`src/rtl/dram_hit_pkg.sv`:
```
package dram_hit_pkg;

  // strobes from the control sequencer to the datapath
  typedef struct packed {
    logic capBase;
    logic capCol;
    logic capBank;
    logic capRank;
    logic capRw;
    logic build;
    logic advance;
  } dpStrobe_t;

  typedef enum logic [2:0] {
    ST_BASE,
    ST_COL,
    ST_BANK,
    ST_RANK,
    ST_RW,
    ST_BUILD,
    ST_ISSUE
  } genState_t;

endpackage

```
`src/rtl/dram_hit_dp.sv`:
```
module dram_hit_dp
  import dram_hit_pkg::*;
#(
  parameter int          ADDR_W = 32,
  parameter int          BLK_W  = 6,
  parameter int          COL_W  = 4,
  parameter int          BANK_W = 3,
  parameter int          RANK_W = 1,
  parameter logic [31:0] SEED   = 32'h1ACE_B00C
) (
  input  logic              clk,
  input  logic              rstN,
  input  dpStrobe_t         stb,
  input  logic [ADDR_W-1:0] cfgStartAddr,
  input  logic [ADDR_W-1:0] cfgEndAddr,
  input  logic [COL_W:0]    cfgSeriesLen,
  input  logic [BANK_W:0]   cfgBanksUsed,
  input  logic [6:0]        cfgReadPct,
  input  logic              mapOne,
  output logic              fitBase,
  output logic              fitCol,
  output logic              fitBank,
  output logic              fitRw,
  output logic [ADDR_W-1:0] addrOut,
  output logic              isReadOut
);
  localparam int COLS     = 1 << COL_W;
  localparam int FIELD_W  = COL_W + BANK_W + RANK_W;
  localparam int COL0_POS = BLK_W + BANK_W + RANK_W;
  localparam logic [ADDR_W-1:0] BURST      = ADDR_W'(1) << BLK_W;
  localparam logic [ADDR_W-1:0] BLK_MASK   = BURST - ADDR_W'(1);
  localparam logic [ADDR_W-1:0] FIELD_MASK = ((ADDR_W'(1) << FIELD_W) - ADDR_W'(1)) << BLK_W;
  localparam logic [ADDR_W-1:0] COL0_MASK  = ((ADDR_W'(1) << COL_W) - ADDR_W'(1)) << COL0_POS;
  localparam logic [31:0] SEED_NZ = (SEED == 32'd0) ? 32'd1 : SEED;

  logic [31:0]       lfsr;
  logic [ADDR_W-1:0] rnd, span, spanMask, drawOff;
  logic [COL_W:0]    colLimit, colMask, drawCol;
  logic [BANK_W:0]   bankMask, drawBank;
  logic [6:0]        drawPct;
  logic [ADDR_W-1:0] baseReg, addrReg, built, colTerm, bankTerm, rankTerm, stepped;
  logic [COL_W-1:0]  colReg, colNow;
  logic [BANK_W-1:0] bankReg;
  logic              readReg;

  // random source, one step per clock
  always_ff @(posedge clk) begin
    if (!rstN) lfsr <= SEED_NZ;
    else       lfsr <= lfsr[0] ? ((lfsr >> 1) ^ 32'h8000_0057) : (lfsr >> 1);
  end

  // range reduction by masking to the next power of two and retrying
  always_comb begin
    rnd      = ADDR_W'({lfsr, lfsr});
    span     = cfgEndAddr - cfgStartAddr;
    spanMask = span - ADDR_W'(1);
    for (int s = 0; s < ADDR_W; s++) spanMask = spanMask | (spanMask >> 1);
    drawOff  = rnd & spanMask;
    fitBase  = drawOff < span;

    colLimit = (COL_W+1)'(COLS) - cfgSeriesLen;
    colMask  = colLimit;
    for (int s = 0; s <= COL_W; s++) colMask = colMask | (colMask >> 1);
    drawCol  = rnd[COL_W:0] & colMask;
    fitCol   = drawCol <= colLimit;

    bankMask = cfgBanksUsed - (BANK_W+1)'(1);
    for (int s = 0; s <= BANK_W; s++) bankMask = bankMask | (bankMask >> 1);
    drawBank = rnd[BANK_W:0] & bankMask;
    fitBank  = drawBank < cfgBanksUsed;

    drawPct  = rnd[6:0];
    fitRw    = drawPct < 7'd100;
  end

  always_ff @(posedge clk) begin
    if (!rstN) begin
      baseReg <= '0;
      colReg  <= '0;
      bankReg <= '0;
      readReg <= 1'b0;
    end else begin
      if (stb.capBase) baseReg <= (cfgStartAddr + drawOff) & ~BLK_MASK;
      if (stb.capCol)  colReg  <= drawCol[COL_W-1:0];
      if (stb.capBank) bankReg <= drawBank[BANK_W-1:0];
      if (stb.capRw)   readReg <= drawPct < cfgReadPct;
    end
  end

  generate
    if (RANK_W > 0) begin : g_rank
      logic [RANK_W-1:0] rankReg;
      always_ff @(posedge clk) begin
        if (!rstN)            rankReg <= '0;
        else if (stb.capRank) rankReg <= rnd[RANK_W-1:0];
      end
      assign rankTerm = ADDR_W'(rankReg) << (mapOne ? (BLK_W + COL_W + BANK_W) : (BLK_W + BANK_W));
    end else begin : g_norank
      assign rankTerm = '0;
    end
  endgenerate

  // field placement and in-series stepping
  always_comb begin
    colTerm  = ADDR_W'(colReg)  << (mapOne ? BLK_W : COL0_POS);
    bankTerm = ADDR_W'(bankReg) << (mapOne ? (BLK_W + COL_W) : BLK_W);
    built    = (baseReg & ~FIELD_MASK) | colTerm | bankTerm | rankTerm;
    colNow   = addrReg[COL0_POS +: COL_W];
    stepped  = mapOne ? (addrReg + BURST)
                      : ((addrReg & ~COL0_MASK) | (ADDR_W'(colNow + COL_W'(1)) << COL0_POS));
  end

  always_ff @(posedge clk) begin
    if (!rstN)            addrReg <= '0;
    else if (stb.build)   addrReg <= built;
    else if (stb.advance) addrReg <= stepped;
  end

  assign addrOut   = addrReg;
  assign isReadOut = readReg;
endmodule

```
`src/rtl/dram_hit_ctl.sv`:
```
module dram_hit_ctl
  import dram_hit_pkg::*;
#(
  parameter int LEN_W = 5
) (
  input  logic             clk,
  input  logic             rstN,
  input  logic             fitBase,
  input  logic             fitCol,
  input  logic             fitBank,
  input  logic             fitRw,
  input  logic [LEN_W-1:0] cfgSeriesLen,
  input  logic             reqReady,
  output dpStrobe_t        stb,
  output logic             reqValid,
  output logic             reqFirst
);
  genState_t        state, nextState;
  logic [LEN_W-1:0] remaining;
  logic             firstReg;

  always_comb begin
    stb       = '0;
    nextState = state;
    unique case (state)
      ST_BASE:  if (fitBase) begin stb.capBase = 1'b1; nextState = ST_COL;  end
      ST_COL:   if (fitCol)  begin stb.capCol  = 1'b1; nextState = ST_BANK; end
      ST_BANK:  if (fitBank) begin stb.capBank = 1'b1; nextState = ST_RANK; end
      ST_RANK:  begin stb.capRank = 1'b1; nextState = ST_RW; end
      ST_RW:    if (fitRw)   begin stb.capRw   = 1'b1; nextState = ST_BUILD; end
      ST_BUILD: begin stb.build = 1'b1; nextState = ST_ISSUE; end
      ST_ISSUE: if (reqReady) begin
                  if (remaining == LEN_W'(1)) nextState = ST_BASE;
                  else                        stb.advance = 1'b1;
                end
      default:  nextState = ST_BASE;
    endcase
  end

  always_ff @(posedge clk) begin
    if (!rstN) begin
      state     <= ST_BASE;
      remaining <= '0;
      firstReg  <= 1'b0;
    end else begin
      state <= nextState;
      if (stb.build) begin
        remaining <= cfgSeriesLen;
        firstReg  <= 1'b1;
      end else if (stb.advance) begin
        remaining <= remaining - LEN_W'(1);
        firstReg  <= 1'b0;
      end
    end
  end

  assign reqValid = (state == ST_ISSUE);
  assign reqFirst = firstReg;
endmodule

```
`src/rtl/dram_hit_addrgen.sv`:
```
module dram_hit_addrgen
  import dram_hit_pkg::*;
#(
  parameter int          ADDR_W      = 32,
  parameter int          BURST_BYTES = 64,
  parameter int          PAGE_BYTES  = 1024,
  parameter int          BANKS       = 8,
  parameter int          RANKS       = 2,
  parameter logic [31:0] SEED        = 32'h1ACE_B00C,
  localparam int BLK_W  = $clog2(BURST_BYTES),
  localparam int COL_W  = $clog2(PAGE_BYTES / BURST_BYTES),
  localparam int BANK_W = $clog2(BANKS),
  localparam int RANK_W = $clog2(RANKS),
  localparam int LEN_W  = COL_W + 1
) (
  input  logic              clk,
  input  logic              rstN,
  input  logic [ADDR_W-1:0] cfgStartAddr,
  input  logic [ADDR_W-1:0] cfgEndAddr,
  input  logic [LEN_W-1:0]  cfgSeriesLen,
  input  logic [BANK_W:0]   cfgBanksUsed,
  input  logic [6:0]        cfgReadPct,
  input  logic [1:0]        cfgMapSel,
  output logic              reqValid,
  input  logic              reqReady,
  output logic [ADDR_W-1:0] reqAddr,
  output logic              reqIsRead,
  output logic              reqFirst
);
  dpStrobe_t stb;
  logic fitBase, fitCol, fitBank, fitRw;
  logic mapOne;

  assign mapOne = (cfgMapSel != 2'd0);

  dram_hit_ctl #(.LEN_W(LEN_W)) u_ctl (
    .clk(clk), .rstN(rstN),
    .fitBase(fitBase), .fitCol(fitCol), .fitBank(fitBank), .fitRw(fitRw),
    .cfgSeriesLen(cfgSeriesLen), .reqReady(reqReady),
    .stb(stb), .reqValid(reqValid), .reqFirst(reqFirst)
  );

  dram_hit_dp #(
    .ADDR_W(ADDR_W), .BLK_W(BLK_W), .COL_W(COL_W),
    .BANK_W(BANK_W), .RANK_W(RANK_W), .SEED(SEED)
  ) u_dp (
    .clk(clk), .rstN(rstN), .stb(stb),
    .cfgStartAddr(cfgStartAddr), .cfgEndAddr(cfgEndAddr),
    .cfgSeriesLen(cfgSeriesLen), .cfgBanksUsed(cfgBanksUsed),
    .cfgReadPct(cfgReadPct), .mapOne(mapOne),
    .fitBase(fitBase), .fitCol(fitCol), .fitBank(fitBank), .fitRw(fitRw),
    .addrOut(reqAddr), .isReadOut(reqIsRead)
  );
endmodule

```
`config.mk`:
```
export PLATFORM = sky130hd
export DESIGN_NAME = dram_hit_addrgen
export DESIGN_NICKNAME = d
export VERILOG_FILES = /design/src/rtl/dram_hit_pkg.sv /design/src/rtl/dram_hit_dp.sv /design/src/rtl/dram_hit_ctl.sv /design/src/rtl/dram_hit_addrgen.sv
export SDC_FILE = /design/constraint.sdc
export NUM_CORES = 1
export LEC_CHECK = 0
export CAP_MARGIN = 20
export CORE_MARGIN = 10
export CORE_UTILIZATION = 40
export CTS_BUF_LIST = sky130_fd_sc_hd__clkbuf_4
export DETAILED_ROUTE_END_ITERATION = 10
export GPL_TIMING_DRIVEN = 0
export SYNTH_ARGS = -nofsm -noshare
export SYNTH_HDL_FRONTEND = slang
export SYNTH_HIERARCHICAL = 1
export SYNTH_SLANG_ARGS = --single-unit
export TNS_END_PERCENT = 100
```
`constraint.sdc`:
```
create_clock -name clk -period 10.1 [get_ports clk]
set_input_delay 1.01 -clock clk [delete_from_list [all_inputs] [get_ports clk]]
set_output_delay 1.01 -clock clk [all_outputs]
set_load 0.01 [all_outputs]
```
==> results.txt <==
----------------------------------------------------
[Die]
  Placeable core region ... 26,730 um^2
  DIE WIDTH ... 184.3 um
  Ports placed on the boundary ... 120
  Area of the die ... 33,960 um^2
  Std-Cell Rows ... 60
  Y dimension of the die ... 184.3 um
  Initial Utilization ... 40.39%

[Logic synthesis]
  Register area share after synthesis ... 18.17%
  Summed instance area of the synthesized netlist ... 10,800 um^2
  Fraction of registers with async set/reset ... 0%
  Most common library cells after synthesis ... 122 x nand2_1, 111 x ha_1, 98 x dfxtp_1
  Post-synth top area cell ... dfxtp_1
  Mapped Avg Cell Area ... around 7.6 um^2
  Share of the synthesized area in compound gates (AO/OA/AOI/OAI) ... 24.04%
  Synth Area in Adders ... 13.14%
  Combinational family with the most area after synthesis ... simple AND/OR/NAND/NOR gates
  Share of synthesized area spent on multiplexers ... approximately 2.7%
  Biggest area contributors in the synthesized netlist ... dfxtp_1 18%, ha_1 13%, nand2_1 4.2%
  Share of the synthesized netlist area taken by xor and xnor gates ... approximately 5.9%
  Post-synthesis cell count ... 1,424
  Simple logic cell fraction of the synthesized area ... 30.52%
  Main synth FF type ... dfxtp_1
  Post-synth EDFFs ... 0
  Total of warnings raised by yosys ... 6
  Number of distinct standard cells referenced by the synthesized netlist ... 108
  Most numerous cell in the Yosys netlist ... nand2_1
  Fraction of synthesized cell area taken by the top area cell type ... between 10% and 20%
  Number of synthesized register bits ... 98

[Layout]
  Filler cell count in the final layout ... about 2,700
  Proportion of layout cells with a drive suffix above 1 ... 6.650%
  Sequential cell area ... just under 2000 um^2
  Multi-input logic area ... 8387 um^2
  Area added between synthesis and finish ... 17.66%
  Post-layout net count ... 1,756
  Post-route insts no fill ... 1,906

[Hold path]
  Hold Startpoint ... u_dp/lfsr[18]
  Path category of the worst min-delay check ... flip-flop to flip-flop

[Routing]
  Routed via count ... 10,871
  Drt via density ... 5.704
  Final ANT Viol Nets ... 0
  Number of search-and-repair iterations in the first detailed-routing pass ... 5
  Routed WL per cell ... about 18 um
  DRT Wirelength ... 33.91 mm
  Post-route DRC ... 0
  DR iter-0 viols ... 590

[Timing]
  Actual slew at the worst max-slew pin ... 1124 ps
  Fin crit share ... between 90% and 100%
  Max-slew violation total from the final report ... 0
  Setup Skew ... ~28 ps
  Setup TNS Final ... 0 ps
  Hold Fails Final Rpt ... 0
  Time the worst path needs with I/O delays and setup ... 9722 ps
  Max-slew headroom at the worst pin ... 23.14%
  Achievable Freq ... 102.9 MHz
  Final-report setup violation count ... 0
  Worst Hold Margin ... ~450 ps

[Clock tree]
  Buffers from clock root to sink, at most ... 2
  Hold Buf Count CTS ... 0
  Clock tree from TritonCTS ... built
  Root buffer cell ... clkbuf_4
  Clock network latency to the later pin of the worst-skew pair ... around 470 ps
  CTS Sinks ... 98
  H-tree levels ... 3
  Reg clk slew, reported paths ... 180 ps
  Num CTS Buffers ... 9

[Critical path]
  Slowest CP cell ... or4b_4
  CP Class ... input port to flip-flop
  CP endpoint kind ... flip-flop
  Cell type group with the largest total delay on the critical path ... simple AND/OR/NAND/NOR gates
  Number of buffer and inverter instances along the worst setup path ... 4
  Largest fanout of any net on the critical path ... 10
  Largest incremental delay on the critical path ... 600 ps
  Launch point of the worst path ... cfgStartAddr[0]
  Crit path arrival time ... 10,130 ps
  Startpoint of the worst register-to-register path ... u_dp/lfsr[1]
  Data required time at the worst endpoint ... 10,510 ps
  Category of the worst setup path launch point ... input port

[Run status]
  Status ... finished clean

[Placed design]
  Final weighted congestion of routability-driven global placement ... 0.9445
  Cell total after placement ... 1,882
  IO buf count ... around 120
  Post-DP HPWL ... 28.05 mm

[Global route]
  Maximum number of pins on one net before global-route repair ... 17
  Via count of the first global-routing pass ... 10,192
  Wire length of the first global-routing pass ... 53.65 mm
  Total Routing Usage GR ... 19.31%
  Total congestion overflow ... 0
  Antenna violations before repair ... 1

[Run]
  Number of max-cap violations ... 0

[Power and ir drop]
  Power Density ... 125.9 nW/um^2
  Worst-case vdd ir drop ... about 0.000057 V
  Leakage dissipation ... 0.005235 uW

----------------------------------------------------
[logic make-up (layout without fill, tap and decap cells)]
family          after synthesis  count (layout)
simple gates                592             592
compound gates              366             366
other cells                   1               3
fa+ha+maj                   113             113
flops                        98              98
xor+xnor                     73              73
buf+inv                     152             291
mux                          29              29
[metal layers]
layer / wire length [um] / vias up / global-route usage (%)
met2: 16030 / 298 / 32.62
li1: - / 5493 / -
met1: 15860 / 5046 / 25.54
met5: 0 / - / 0
met3: 1562 / 34 / 2.304
met4: 461 / 0 / 4.490
[layout by cell type, fill, tap and decap left out, drive strengths merged, types with 38 or more instances in the layout]
cell type      instances
and2                  58
ha                   111
inv                  100
clkdlybuf4s50        116
clkbuf                48
dfxtp                 98
xnor2                 38
nand4                 41
o21ai                 71
nand2                122
nand3                 55
nor2                  84
a21oi                 80
nor2b                 43
[sequential cells by signal, indices dropped and copies added (netlist names)]
register             flops
u_dp/lfsr               32
u_dp/addrOut            30
u_dp/baseReg            18
u_ctl/remaining          5
u_dp/colReg              4
u_ctl/state              3
u_dp/bankReg             3
u_ctl/reqFirst           1
u_dp/g_rank.rankReg      1
u_dp/isReadOut           1
[path summary, 6_finish.rpt]
kind                      endpoint  slack, ps  depth (start not counted)
setup / recovery  u_dp/baseReg[27]        380                         37
hold / removal       u_dp/lfsr[17]        450                          2
setup reg to reg  u_dp/baseReg[27]       5960                         15
hold reg to reg      u_dp/lfsr[17]        450                          2
[report_power, final]
part	internal, uW	switching (uW)	total (uW)
Clock	49.9	139	189
Combinational	380	522	903
Sequential	452	54.8	507
[final cells by class]
cell class | instances | share of cell area [%]
clock inverter | 7 | 0.3546
tap | 341 | 3.359
multi-input combinational | 1175 | 66.03
sequential | 98 | 15.45
antenna | 1 | 0.01970
inverter | 101 | 2.985
timing repair buffer | 124 | 9.594
clock buffer | 9 | 0.5319
buffer | 50 | 1.684
[worst register-to-register path, stage by stage, from the launching register on]
cell	delay, ps
dfxtp_1	460
a21boi_0	320
ha_1	290
o21ai_1	120
a311oi_1	130
o31a_1	290
or3_1	300
a21oi_1	220
o31ai_1	170
a211oi_2	460
nor2b_1	220
nor3b_2	230
clkbuf_4	250
buf_4	230
nand2_1	150
o31ai_1	260
[through the flow]
stage / instance area (um^2) / utilization, % / setup slack, ps / power [uW]
floorplan: 10800 / - / 1532 / 1136
global placement: 12390 / 46.35 / -1369 / 1364
detailed placement: 12390 / 46.35 / -1420 / 1381
CTS: 12540 / 46.94 / 7.380 / 1577
global route: 12700 / 47.53 / -70.89 / 1730
finish: 12700 / 47.53 / 378.0 / 1599
[what timing repair did]
item,CTS,global route
buffers inserted,0,7
setup endpoints to repair,18,18
pin swaps,1,4
gates resized for setup,9,22
Note: power is estimated with default switching activity, not from simulation.
